File: config.mk
export PLATFORM = sky130hd
export DESIGN_NAME = init_table_loader
export DESIGN_NICKNAME = d
export VERILOG_FILES = /design/src/rtl/initld_pkg.sv /design/src/rtl/initld_fetch.sv /design/src/rtl/initld_bitop.sv /design/src/rtl/initld_seq.sv /design/src/rtl/init_table_loader.sv
export SDC_FILE = /design/constraint.sdc
export NUM_CORES = 1
export LEC_CHECK = 0
export BUFFER_PORTS_ARGS = -buffer_cell sky130_fd_sc_hd__buf_2
export CAP_MARGIN = 10
export CELL_PAD_IN_SITES_DETAIL_PLACEMENT = 2
export CELL_PAD_IN_SITES_GLOBAL_PLACEMENT = 2
export CORE_MARGIN = 10
export CORE_UTILIZATION = 25
export DETAILED_ROUTE_END_ITERATION = 12
export GPL_TIMING_DRIVEN = 0
export PLACE_DENSITY_LB_ADDON = 0.1
export SLEW_MARGIN = 20
export SYNTH_ARGS = -nofsm -noshare
export SYNTH_HDL_FRONTEND = slang
export SYNTH_SLANG_ARGS = --single-unit
File: constraint.sdc
create_clock -name clk_i -period 3.3 [get_ports clk_i]
set_input_delay 0.33 -clock clk_i [delete_from_list [all_inputs] [get_ports clk_i]]
set_output_delay 0.33 -clock clk_i [all_outputs]
set_load 0.01 [all_outputs]
File: src/rtl/initld_pkg.sv
package initld_pkg;
  localparam int DW    = 8;
  localparam int XAW   = 16;
  localparam int CNT_W = 13;

  typedef enum logic [1:0] {
    SP_IRAM   = 2'b00,
    SP_XLONG  = 2'b01,
    SP_BIT    = 2'b10,
    SP_XSHORT = 2'b11
  } space_e;

  typedef enum logic [3:0] {
    ST_CTRL, ST_CNT2, ST_AHI, ST_ALO, ST_DATA,
    ST_BRD, ST_BWAIT, ST_BWR, ST_DONE
  } state_e;
endpackage

File: src/rtl/initld_fetch.sv
module initld_fetch #(
  parameter int ROM_AW = 10
) (
  input  logic              clk_i,
  input  logic              rst_ni,
  input  logic              take_i,
  output logic [ROM_AW-1:0] rom_addr_o,
  output logic              vld_o
);
  logic [ROM_AW-1:0] ptr_q;
  logic              vld_q;

  // ptr_q is the address whose data sits on the ROM output now
  always_ff @(posedge clk_i or negedge rst_ni) begin
    if (!rst_ni) begin
      ptr_q <= '0;
      vld_q <= 1'b0;
    end else begin
      vld_q <= 1'b1;
      if (take_i) ptr_q <= ptr_q + ROM_AW'(1);
    end
  end

  assign rom_addr_o = take_i ? ptr_q + ROM_AW'(1) : ptr_q;
  assign vld_o      = vld_q;

  assert_take_vld_R7: assert property (@(posedge clk_i) disable iff (!rst_ni)
    take_i |-> vld_o);
  assert_in_order_R7: assert property (@(posedge clk_i) disable iff (!rst_ni)
    vld_o |=> (rom_addr_o == $past(rom_addr_o)) || (rom_addr_o == $past(rom_addr_o) + ROM_AW'(1)));
endmodule

File: src/rtl/initld_bitop.sv
module initld_bitop #(
  parameter logic [7:0] BIT_BASE = 8'h20
) (
  input  logic       clk_i,
  input  logic       rst_ni,
  input  logic       load_i,
  input  logic [7:0] bit_byte_i,
  input  logic [7:0] rd_data_i,
  output logic [7:0] byte_addr_o,
  output logic [7:0] merged_o
);
  logic [2:0] idx_q;
  logic       val_q;

  assign byte_addr_o = BIT_BASE + {4'h0, bit_byte_i[6:3]};

  always_ff @(posedge clk_i or negedge rst_ni) begin
    if (!rst_ni) begin
      idx_q <= '0;
      val_q <= 1'b0;
    end else if (load_i) begin
      idx_q <= bit_byte_i[2:0];
      val_q <= bit_byte_i[7];
    end
  end

  for (genvar g = 0; g < 8; g++) begin : g_merge
    assign merged_o[g] = (idx_q == 3'(g)) ? val_q : rd_data_i[g];
  end
endmodule

File: src/rtl/initld_seq.sv
module initld_seq
  import initld_pkg::*;
#(
  parameter logic [7:0] XPAGE = 8'hE6
) (
  input  logic           clk_i,
  input  logic           rst_ni,
  input  logic           vld_i,
  input  logic [DW-1:0]  byte_i,
  input  logic [7:0]     byte_addr_i,
  input  logic [7:0]     merged_i,
  output logic           take_o,
  output logic           bit_load_o,
  output logic           wr_en_o,
  output logic           wr_ext_o,
  output logic [XAW-1:0] wr_addr_o,
  output logic [DW-1:0]  wr_data_o,
  output logic           rd_en_o,
  output logic [7:0]     rd_addr_o,
  output logic           done_o
);
  state_e           st_q, st_d;
  space_e           sp_q, sp_d;
  logic [CNT_W-1:0] cnt_q, cnt_d;
  logic [XAW-1:0]   addr_q, addr_d;
  logic [4:0]       cnthi_q, cnthi_d;
  logic             wr_en_d, wr_ext_d, rd_en_d;
  logic [XAW-1:0]   wr_addr_d;
  logic [DW-1:0]    wr_data_d;
  logic [7:0]       rd_addr_d;

  function automatic state_e after_count(space_e sp);
    case (sp)
      SP_BIT:   return ST_BRD;
      SP_XLONG: return ST_AHI;
      default:  return ST_ALO;
    endcase
  endfunction

  always_comb begin
    st_d       = st_q;
    sp_d       = sp_q;
    cnt_d      = cnt_q;
    addr_d     = addr_q;
    cnthi_d    = cnthi_q;
    take_o     = 1'b0;
    bit_load_o = 1'b0;
    wr_en_d    = 1'b0;
    wr_ext_d   = wr_ext_o;
    wr_addr_d  = wr_addr_o;
    wr_data_d  = wr_data_o;
    rd_en_d    = 1'b0;
    rd_addr_d  = rd_addr_o;
    case (st_q)
      ST_CTRL: if (vld_i) begin
        take_o = 1'b1;
        sp_d   = space_e'(byte_i[7:6]);
        if (byte_i[5]) begin
          cnthi_d = byte_i[4:0];
          st_d    = ST_CNT2;
        end else if (byte_i[4:0] == 5'd0) begin
          st_d = ST_DONE;
        end else begin
          cnt_d = CNT_W'(byte_i[4:0]);
          st_d  = after_count(space_e'(byte_i[7:6]));
        end
      end
      ST_CNT2: if (vld_i) begin
        take_o = 1'b1;
        cnt_d  = {cnthi_q, byte_i};
        if ({cnthi_q, byte_i} == '0) st_d = ST_DONE;
        else                         st_d = after_count(sp_q);
      end
      ST_AHI: if (vld_i) begin
        take_o       = 1'b1;
        addr_d[15:8] = byte_i;
        st_d         = ST_ALO;
      end
      ST_ALO: if (vld_i) begin
        take_o      = 1'b1;
        addr_d[7:0] = byte_i;
        if (sp_q == SP_XSHORT)   addr_d[15:8] = XPAGE;
        else if (sp_q == SP_IRAM) addr_d[15:8] = 8'h00;
        st_d = ST_DATA;
      end
      ST_DATA: if (vld_i) begin
        take_o    = 1'b1;
        wr_en_d   = 1'b1;
        wr_ext_d  = (sp_q != SP_IRAM);
        wr_addr_d = addr_q;
        wr_data_d = byte_i;
        addr_d    = addr_q + XAW'(1);
        cnt_d     = cnt_q - CNT_W'(1);
        if (cnt_q == CNT_W'(1)) st_d = ST_CTRL;
      end
      ST_BRD: if (vld_i) begin
        take_o     = 1'b1;
        bit_load_o = 1'b1;
        rd_en_d    = 1'b1;
        rd_addr_d  = byte_addr_i;
        st_d       = ST_BWAIT;
      end
      ST_BWAIT: st_d = ST_BWR;
      ST_BWR: begin
        wr_en_d   = 1'b1;
        wr_ext_d  = 1'b0;
        wr_addr_d = {8'h00, rd_addr_o};
        wr_data_d = merged_i;
        cnt_d     = cnt_q - CNT_W'(1);
        st_d      = (cnt_q == CNT_W'(1)) ? ST_CTRL : ST_BRD;
      end
      default: ;
    endcase
  end

  always_ff @(posedge clk_i or negedge rst_ni) begin
    if (!rst_ni) begin
      st_q      <= ST_CTRL;
      sp_q      <= SP_IRAM;
      cnt_q     <= '0;
      addr_q    <= '0;
      cnthi_q   <= '0;
      wr_en_o   <= 1'b0;
      wr_ext_o  <= 1'b0;
      wr_addr_o <= '0;
      wr_data_o <= '0;
      rd_en_o   <= 1'b0;
      rd_addr_o <= '0;
      done_o    <= 1'b0;
    end else begin
      st_q      <= st_d;
      sp_q      <= sp_d;
      cnt_q     <= cnt_d;
      addr_q    <= addr_d;
      cnthi_q   <= cnthi_d;
      wr_en_o   <= wr_en_d;
      wr_ext_o  <= wr_ext_d;
      wr_addr_o <= wr_addr_d;
      wr_data_o <= wr_data_d;
      rd_en_o   <= rd_en_d;
      rd_addr_o <= rd_addr_d;
      done_o    <= (st_d == ST_DONE);
    end
  end

  assert_rd_wr_excl_R9: assert property (@(posedge clk_i) disable iff (!rst_ni)
    !(rd_en_o && wr_en_o));
  assert_rmw_follow_R5: assert property (@(posedge clk_i) disable iff (!rst_ni)
    rd_en_o |=> ##1 (wr_en_o && !wr_ext_o && wr_addr_o == {8'h00, $past(rd_addr_o, 2)}));
  assert_done_sticky_R6: assert property (@(posedge clk_i) disable iff (!rst_ni)
    done_o |=> done_o);
  assert_quiet_done_R6: assert property (@(posedge clk_i) disable iff (!rst_ni)
    done_o |-> (!wr_en_o && !rd_en_o && !take_o));
  assert_stream_R8: assert property (@(posedge clk_i) disable iff (!rst_ni)
    (st_q == ST_DATA && vld_i && cnt_q != CNT_W'(1)) |=>
      (wr_en_o ##1 (wr_en_o && wr_addr_o == $past(wr_addr_o) + XAW'(1))));
endmodule

File: src/rtl/init_table_loader.sv
module init_table_loader
  import initld_pkg::*;
#(
  parameter int         ROM_AW   = 10,
  parameter logic [7:0] XPAGE    = 8'hE6,
  parameter logic [7:0] BIT_BASE = 8'h20
) (
  input  logic              clk_i,
  input  logic              rst_ni,
  output logic [ROM_AW-1:0] rom_addr_o,
  input  logic [7:0]        rom_data_i,
  output logic              wr_en_o,
  output logic              wr_ext_o,
  output logic [15:0]       wr_addr_o,
  output logic [7:0]        wr_data_o,
  output logic              rd_en_o,
  output logic [7:0]        rd_addr_o,
  input  logic [7:0]        rd_data_i,
  output logic              done_o
);
  logic       take, vld, bit_load;
  logic [7:0] byte_addr, merged;

  initld_fetch #(.ROM_AW(ROM_AW)) u_fetch (
    .clk_i, .rst_ni,
    .take_i     (take),
    .rom_addr_o (rom_addr_o),
    .vld_o      (vld)
  );

  initld_bitop #(.BIT_BASE(BIT_BASE)) u_bitop (
    .clk_i, .rst_ni,
    .load_i      (bit_load),
    .bit_byte_i  (rom_data_i),
    .rd_data_i   (rd_data_i),
    .byte_addr_o (byte_addr),
    .merged_o    (merged)
  );

  initld_seq #(.XPAGE(XPAGE)) u_seq (
    .clk_i, .rst_ni,
    .vld_i       (vld),
    .byte_i      (rom_data_i),
    .byte_addr_i (byte_addr),
    .merged_i    (merged),
    .take_o      (take),
    .bit_load_o  (bit_load),
    .wr_en_o     (wr_en_o),
    .wr_ext_o    (wr_ext_o),
    .wr_addr_o   (wr_addr_o),
    .wr_data_o   (wr_data_o),
    .rd_en_o     (rd_en_o),
    .rd_addr_o   (rd_addr_o),
    .done_o      (done_o)
  );
endmodule

* Word level (Yosys, flattened, before mapping)
Cells that the tools add are included.
** Cells by class
- Reduce and logical (&&, ||, !) cells :: 18
- Eq/ne operators :: 29
- $add $sub $neg :: 4
- Muxes and demuxes :: 45
** Operators with widths (count)
- 13-bit 2-to-1 mux :: 5
- 13-bit one-hot mux with 4 select lines :: 1
- 16-bit 2-to-1 mux :: 3
- 4-bit 2-to-1 mux :: 10
- 16-bit one-hot mux with 2 select lines :: 1
- 4-bit one-hot mux with 8 select lines :: 1
- 8-bit one-hot mux with 2 select lines :: 2
- 8-bit 2-to-1 mux :: 3
- 8-bit one-hot mux with 3 select lines :: 1
- 16-bit by 1-bit adder with 16-bit output (second input constant) :: 1
- 4-bit by 3-bit equality test with 1-bit output (second input constant) :: 4
- 2-bit inequality test (second input constant) :: 7
- 13-bit by 1-bit equality test with 1-bit output (second input constant) :: 1
- 13-bit zero test :: 1
- 13-bit by 1-bit subtractor with 13-bit output (second input constant) :: 1
- 3-bit equality test (second input constant) :: 4
- 1-bit 2-to-1 mux :: 12
- 3-bit one-hot mux with 2 select lines :: 2
- 10-bit by 1-bit adder with 10-bit output (second input constant) :: 1
- 10-bit 2-to-1 mux :: 1
- 4-bit by 2-bit equality test with 1-bit output (second input constant) :: 2
- 6-bit by 4-bit adder with 7-bit output (first input constant) :: 1
- 2-bit equality test (second input constant) :: 3
- 3-bit by 2-bit equality test with 1-bit output (second input constant) :: 2
- other kinds (19) :: 26
** Storage, ports and cells
- Flip-flop bits (word level) :: 91
- Output and inout bits :: 46
- Bits of input ports :: 18

* Longest topological paths before layout
- Depth after elaboration :: 7
- Gate-level depth with buffers :: 9

* Hierarchy
From an unflattened synthesis, not the netlist that was laid out.
** Unflattened totals
- Cell total of the unflattened synthesis :: 515
- Area total of the unflattened synthesis :: 5057.4 µm²
** Modules (own cells, without submodules)
- initld_seq :: cells each 445, area each 4201.5 µm², times used 1, sequential area each 1901.8 µm²
- initld_fetch :: cells each 33, area each 449.2 µm², times used 1, sequential area each 275.3 µm²
- initld_bitop :: cells each 37, area each 406.6 µm², times used 1, sequential area each 100.1 µm²

* Worst setup path after synthesis
Ideal clock, no wire load.
- Path type :: register -> output
- Start point :: register u_seq.st_q[1]
- End point :: output port rom_addr_o[9]
- Arrival :: 1866 ps
- Path slack :: 1104 ps
- Stages on the path, launching flop included :: 7
- Data required time :: 2970 ps
- Cell sequence :: dfrtp_1 -> clkbuf_1 -> a21oi_1 -> and4_1 -> and3_1 -> and3_1 -> xor2_1
** Between the ends
- Word-level cells in the longest chain between the ends :: 4
- Elaborated cells between the ends (all ways) :: 9
** Ends and longest elaborated chain
- start, declared :: RTL line initld_seq.sv:22 : state_e st_q, st_d;
- start signal, assigned :: RTL line initld_seq.sv:131 : st_q <= st_d;
- 4-bit by 1-bit equality test with 1-bit output (tied with other cells)
- 6-bit OR reduction (no source line) (*)
- 1-bit 2-to-1 mux (*)
- 10-bit 2-to-1 mux (*)
- end, declared :: RTL line init_table_loader.sv:10 : output logic [ROM_AW-1:0] rom_addr_o,
Mark *: on every way between the ends. The rest lies on a longest branch, timed or not.

* Worst setup path in the final report
- Start point :: register u_fetch.vld_q (netlist: u_fetch.vld_o)
- End point :: output port rom_addr_o[9]
** Between the ends
- Word-level cells in the longest chain between the ends :: 3
** Ends and longest elaborated chain
- start, declared :: RTL line initld_fetch.sv:11 : logic vld_q;
- start signal, assigned :: RTL line initld_fetch.sv:17 : vld_q <= 1'b0;
- start signal, assigned :: RTL line initld_fetch.sv:19 : vld_q <= 1'b1;
- 1-bit 2-to-1 mux (2 in series)
- 10-bit 2-to-1 mux
Every way passes these cells.

==> flow_summary_export.csv <==
group,metric,value,unit
run_status,status,"completed",
worst_setup_path,cp_max_fo,9,
floorplan,core_area,0.0181,sq mm
synth,synth-warning-count,0,
floorplan,num_rows,49,
synth,ys_types,58,
power,power.density,1030,mW/mm^2
global_route,grt_pass1_vias,4758,
min_path,hp-start,"rom_data_i[0]",
job,cap_violations,0,
synth,syn_inst,517,
min_path,hp-class,"in -> reg",
floorplan,start_util,0.257,
placed_design,placed_area,0.00527,sq mm
worst_setup_path,cp.required,2970,ps
clocking,cts_tree,"built",
worst_setup_path,cp-startpoint,"u_fetch.vld_o",
sta,tightestPinTransition,941,ps
placed_design,port-buffer-count,56,
route,drtIter0Drc,248,
worst_setup_path,cp_num_buf_inv,2,
clocking,cts_setup_buffers,0,
synth,synth_area_per_cell,9.01,sq um
synth,async_flop_share,1.00,
floorplan,ioPinCount,64,
sta,fmax,329,MHz
layout,n_antenna_cell,0,
worst_setup_path,worstSetupStartpointType,"flip-flop",
placed_design,hpwl,12300,um
power,total_power,5.78,mW
clocking,clk_path_buf_depth,2,
worst_setup_path,path_cells,"clkbuf_1 -> nand2b_1 -> a21oi_4 -> and4_1 -> and3_1 -> and3_1 -> xor2_1 -> buf_2",
sta,fin_worst_hold_slack,357,ps
worst_setup_path,cp-end-kind,"output pin",
clocking,numClockSinks,88,
worst_setup_path,cpPeakStageDelay,350,ps
floorplan,die_area,0.0245,sq mm
sta,slew_headroom,0.368,
route,ant_nets,0,
layout,final_area,0.00561,sq mm
route,wirelength,17500,um
synth,ys_seq_area_frac,0.472,
worst_setup_path,arrival,2710,ps
layout,area_delta_synth_final,20.4,%
sta,rsz0062_at_grt,"false",
clocking,cts-root-buf,"clkbuf_16",
clocking,clkTransAtPathRegs,70,ps
synth,syn_area,0.00466,sq mm
global_route,grt_antenna_before_repair,0,
route,wl_per_cell,21.3,um
route,firstDrtPassIters,4,
synth,synth-edff-count,0,
sta,hold_viol_final,0,
layout,finalNetCount,610,
sta,finalMaxSlewViolations,0,
floorplan,die_width,157,um
global_route,grt_max_degree,54,
clocking,cts-buffers-inserted,9,
worst_setup_path,crit-reg2reg-launch,"u_seq.st_q[1]",
global_route,grt_pass1_wl,28200,um
clocking,clk_latency,360,ps
synth,ys.flop_type,"dfrtp_1",
worst_setup_path,critPathTopFamily,"simple AND/OR/NAND/NOR gates",
power,ir_drop,0.276,mV
placed_design,dp.cells,805,
route,drc_errors,0,
sta,setup_viol,0,
sta,fin_skew,10.5,ps
layout,final_layout_size_suffix_gt1_frac,0.192,
sta,fin_crit,3040,ps
worst_setup_path,cp_common_cell,"and3_1",
worst_setup_path,critPathKind,"reg -> out",
worst_setup_path,cp_slowest_cell,"clkbuf_1",
layout,n_fill_cell,2084,
worst_setup_path,regToRegSetupSlack,620,ps
layout,fin_cells,822,
sta,tns,0,ps
floorplan,die_y,157,um
route,via_per_inst,5.19,
placed_design,routabilityCongestion,0.835,
sta,period_share,0.921,
synth,ys_ff_latch,88,
global_route,grt_overflow,0,
power,total_leakage_power,2.41,nW
route,vias,4269,
global_route,grt_usage,0.148,
clocking,htreeDepth,3,
## Yosys cell counts (all sizes together) (3+ instances only)
cell type  instances  area [sq um]
nand2             72           270
xnor2              8          70.1
nor3b              3          22.5
nor3              11          65.1
inv               14          52.6
buf                6          40.0
o22a               6          52.6
o21bai             3          26.3
dfrtp             88          2200
a22oi              8          60.1
and4               3          26.3
nand4              5          31.3
nand2b             6          37.5
a21oi             34           170
a31oi             20           125
mux2              20           225
o21ai             41           209
ha                 4          50.1
o22ai              7          43.8
nor2b              5          31.3
and3               5          31.3
nor2              51           199
clkbuf            26           101
nor4               5          31.3
a32oi              3          26.3
nand3             28           140
## stage by stage
step | util | setup slack [ps]
floorplan | - | 1100
global placement | 0.288 | 350
detailed placement | 0.290 | 315
CTS | 0.309 | 153
global route | 0.309 | 41.5
finish | 0.309 | 259
## power breakdown
group          total [mW]  switching [mW]  internal, mW
combinational        2.65            1.67         0.976
sequential           1.99           0.439          1.55
clock                1.14           0.475         0.669
total                5.78            2.59          3.20
## layer usage
metal,track usage,vias to the layer above,part of all wire
met2,0.245,85,0.47
met4,0.0422,0,0.013
met3,0.0321,13,0.046
met1,0.189,2174,0.47
li1,-,1997,-
met5,0,-,0
## state kept, by name, indices dropped and copies added (netlist names), 3 cells and up
| name | count |
|---|---|
| u_seq.st_q | 4 |
| u_seq.cnthi_q | 5 |
| u_seq.addr_q | 16 |
| u_fetch.ptr_q | 10 |
| u_seq.wr_addr_o | 16 |
| u_seq.wr_data_o | 8 |
| u_seq.cnt_q | 13 |
| u_bitop.idx_q | 3 |
| u_seq.rd_addr_o | 5 |
## tightest hold or removal path: cells and delay by family
| kind | cells | cell delay (ps) |
|---|---|---|
| and+or+nand+nor | 1 | 70 |
| buffers and inverters | 1 | 180 |
| AOI/OAI and AO/OA | 1 | 80 |
## kinds of logic (layout without fill, tap and decap cells)
| logic type | after synthesis | count (layout) | share of synthesized area |
|---|---|---|---|
| xor+xnor | 10 | 10 | 0.0188 |
| mux | 22 | 22 | 0.0526 |
| buf+inv | 46 | 120 | 0.0416 |
| fa+ha+maj | 4 | 4 | 0.0107 |
| flops | 88 | 88 | 0.472 |
| simple gates | 204 | 204 | 0.212 |
| other cells | 2 | 4 | 0.00161 |
| compound gates | 141 | 141 | 0.191 |
## worst paths after layout
kind / to / cells after the start
max in group asynchronous: u_seq.wr_addr_o[15] / 3
setup / recovery: rom_addr_o[9] / 8
min in group asynchronous: u_fetch.ptr_q[6] / 2
setup reg to reg: u_seq.wr_addr_o[0] / 6
hold / removal: u_seq.wr_data_o[0] / 3
hold reg to reg: u_fetch.ptr_q[9] / 1
## final cells by class
| class | count | area [sq um] | share of cell area |
|---|---|---|---|
| clock buffers | 10 | 229 | 0.0408 |
| clock inverters | 6 | 92.6 | 0.0165 |
| multi-input cells | 385 | 2280 | 0.407 |
| well taps | 229 | 287 | 0.0511 |
| inverters | 14 | 52.6 | 0.00936 |
| flip-flops and latches | 88 | 2200 | 0.392 |
| repair buffers | 58 | 324 | 0.0577 |
| plain buffers | 32 | 141 | 0.0252 |
## cells in the final DEF (no fill, tap or decap), types with 7 or more instances in the layout
cell type  instances
nor3_1             9
a31oi_1           20
nand3_1           28
xnor2_1            8
dfrtp_1           88
nand2_1           72
inv_1             14
buf_2             57
clkbuf_1          24
a22oi_1            8
mux2_2            20
a21oi_1           33
nor2_1            50
clkbuf_16          9
o22ai_1            7
o21ai_0           40
## timing repair
action	4_1_cts	5_1_grt
resized for setup	1	1
endpoints found under the setup margin	2	2
hold buffers	1	0
pin swaps	0	0
endpoints found under the hold margin	35	0
Power figures use the tool's default switching activity.
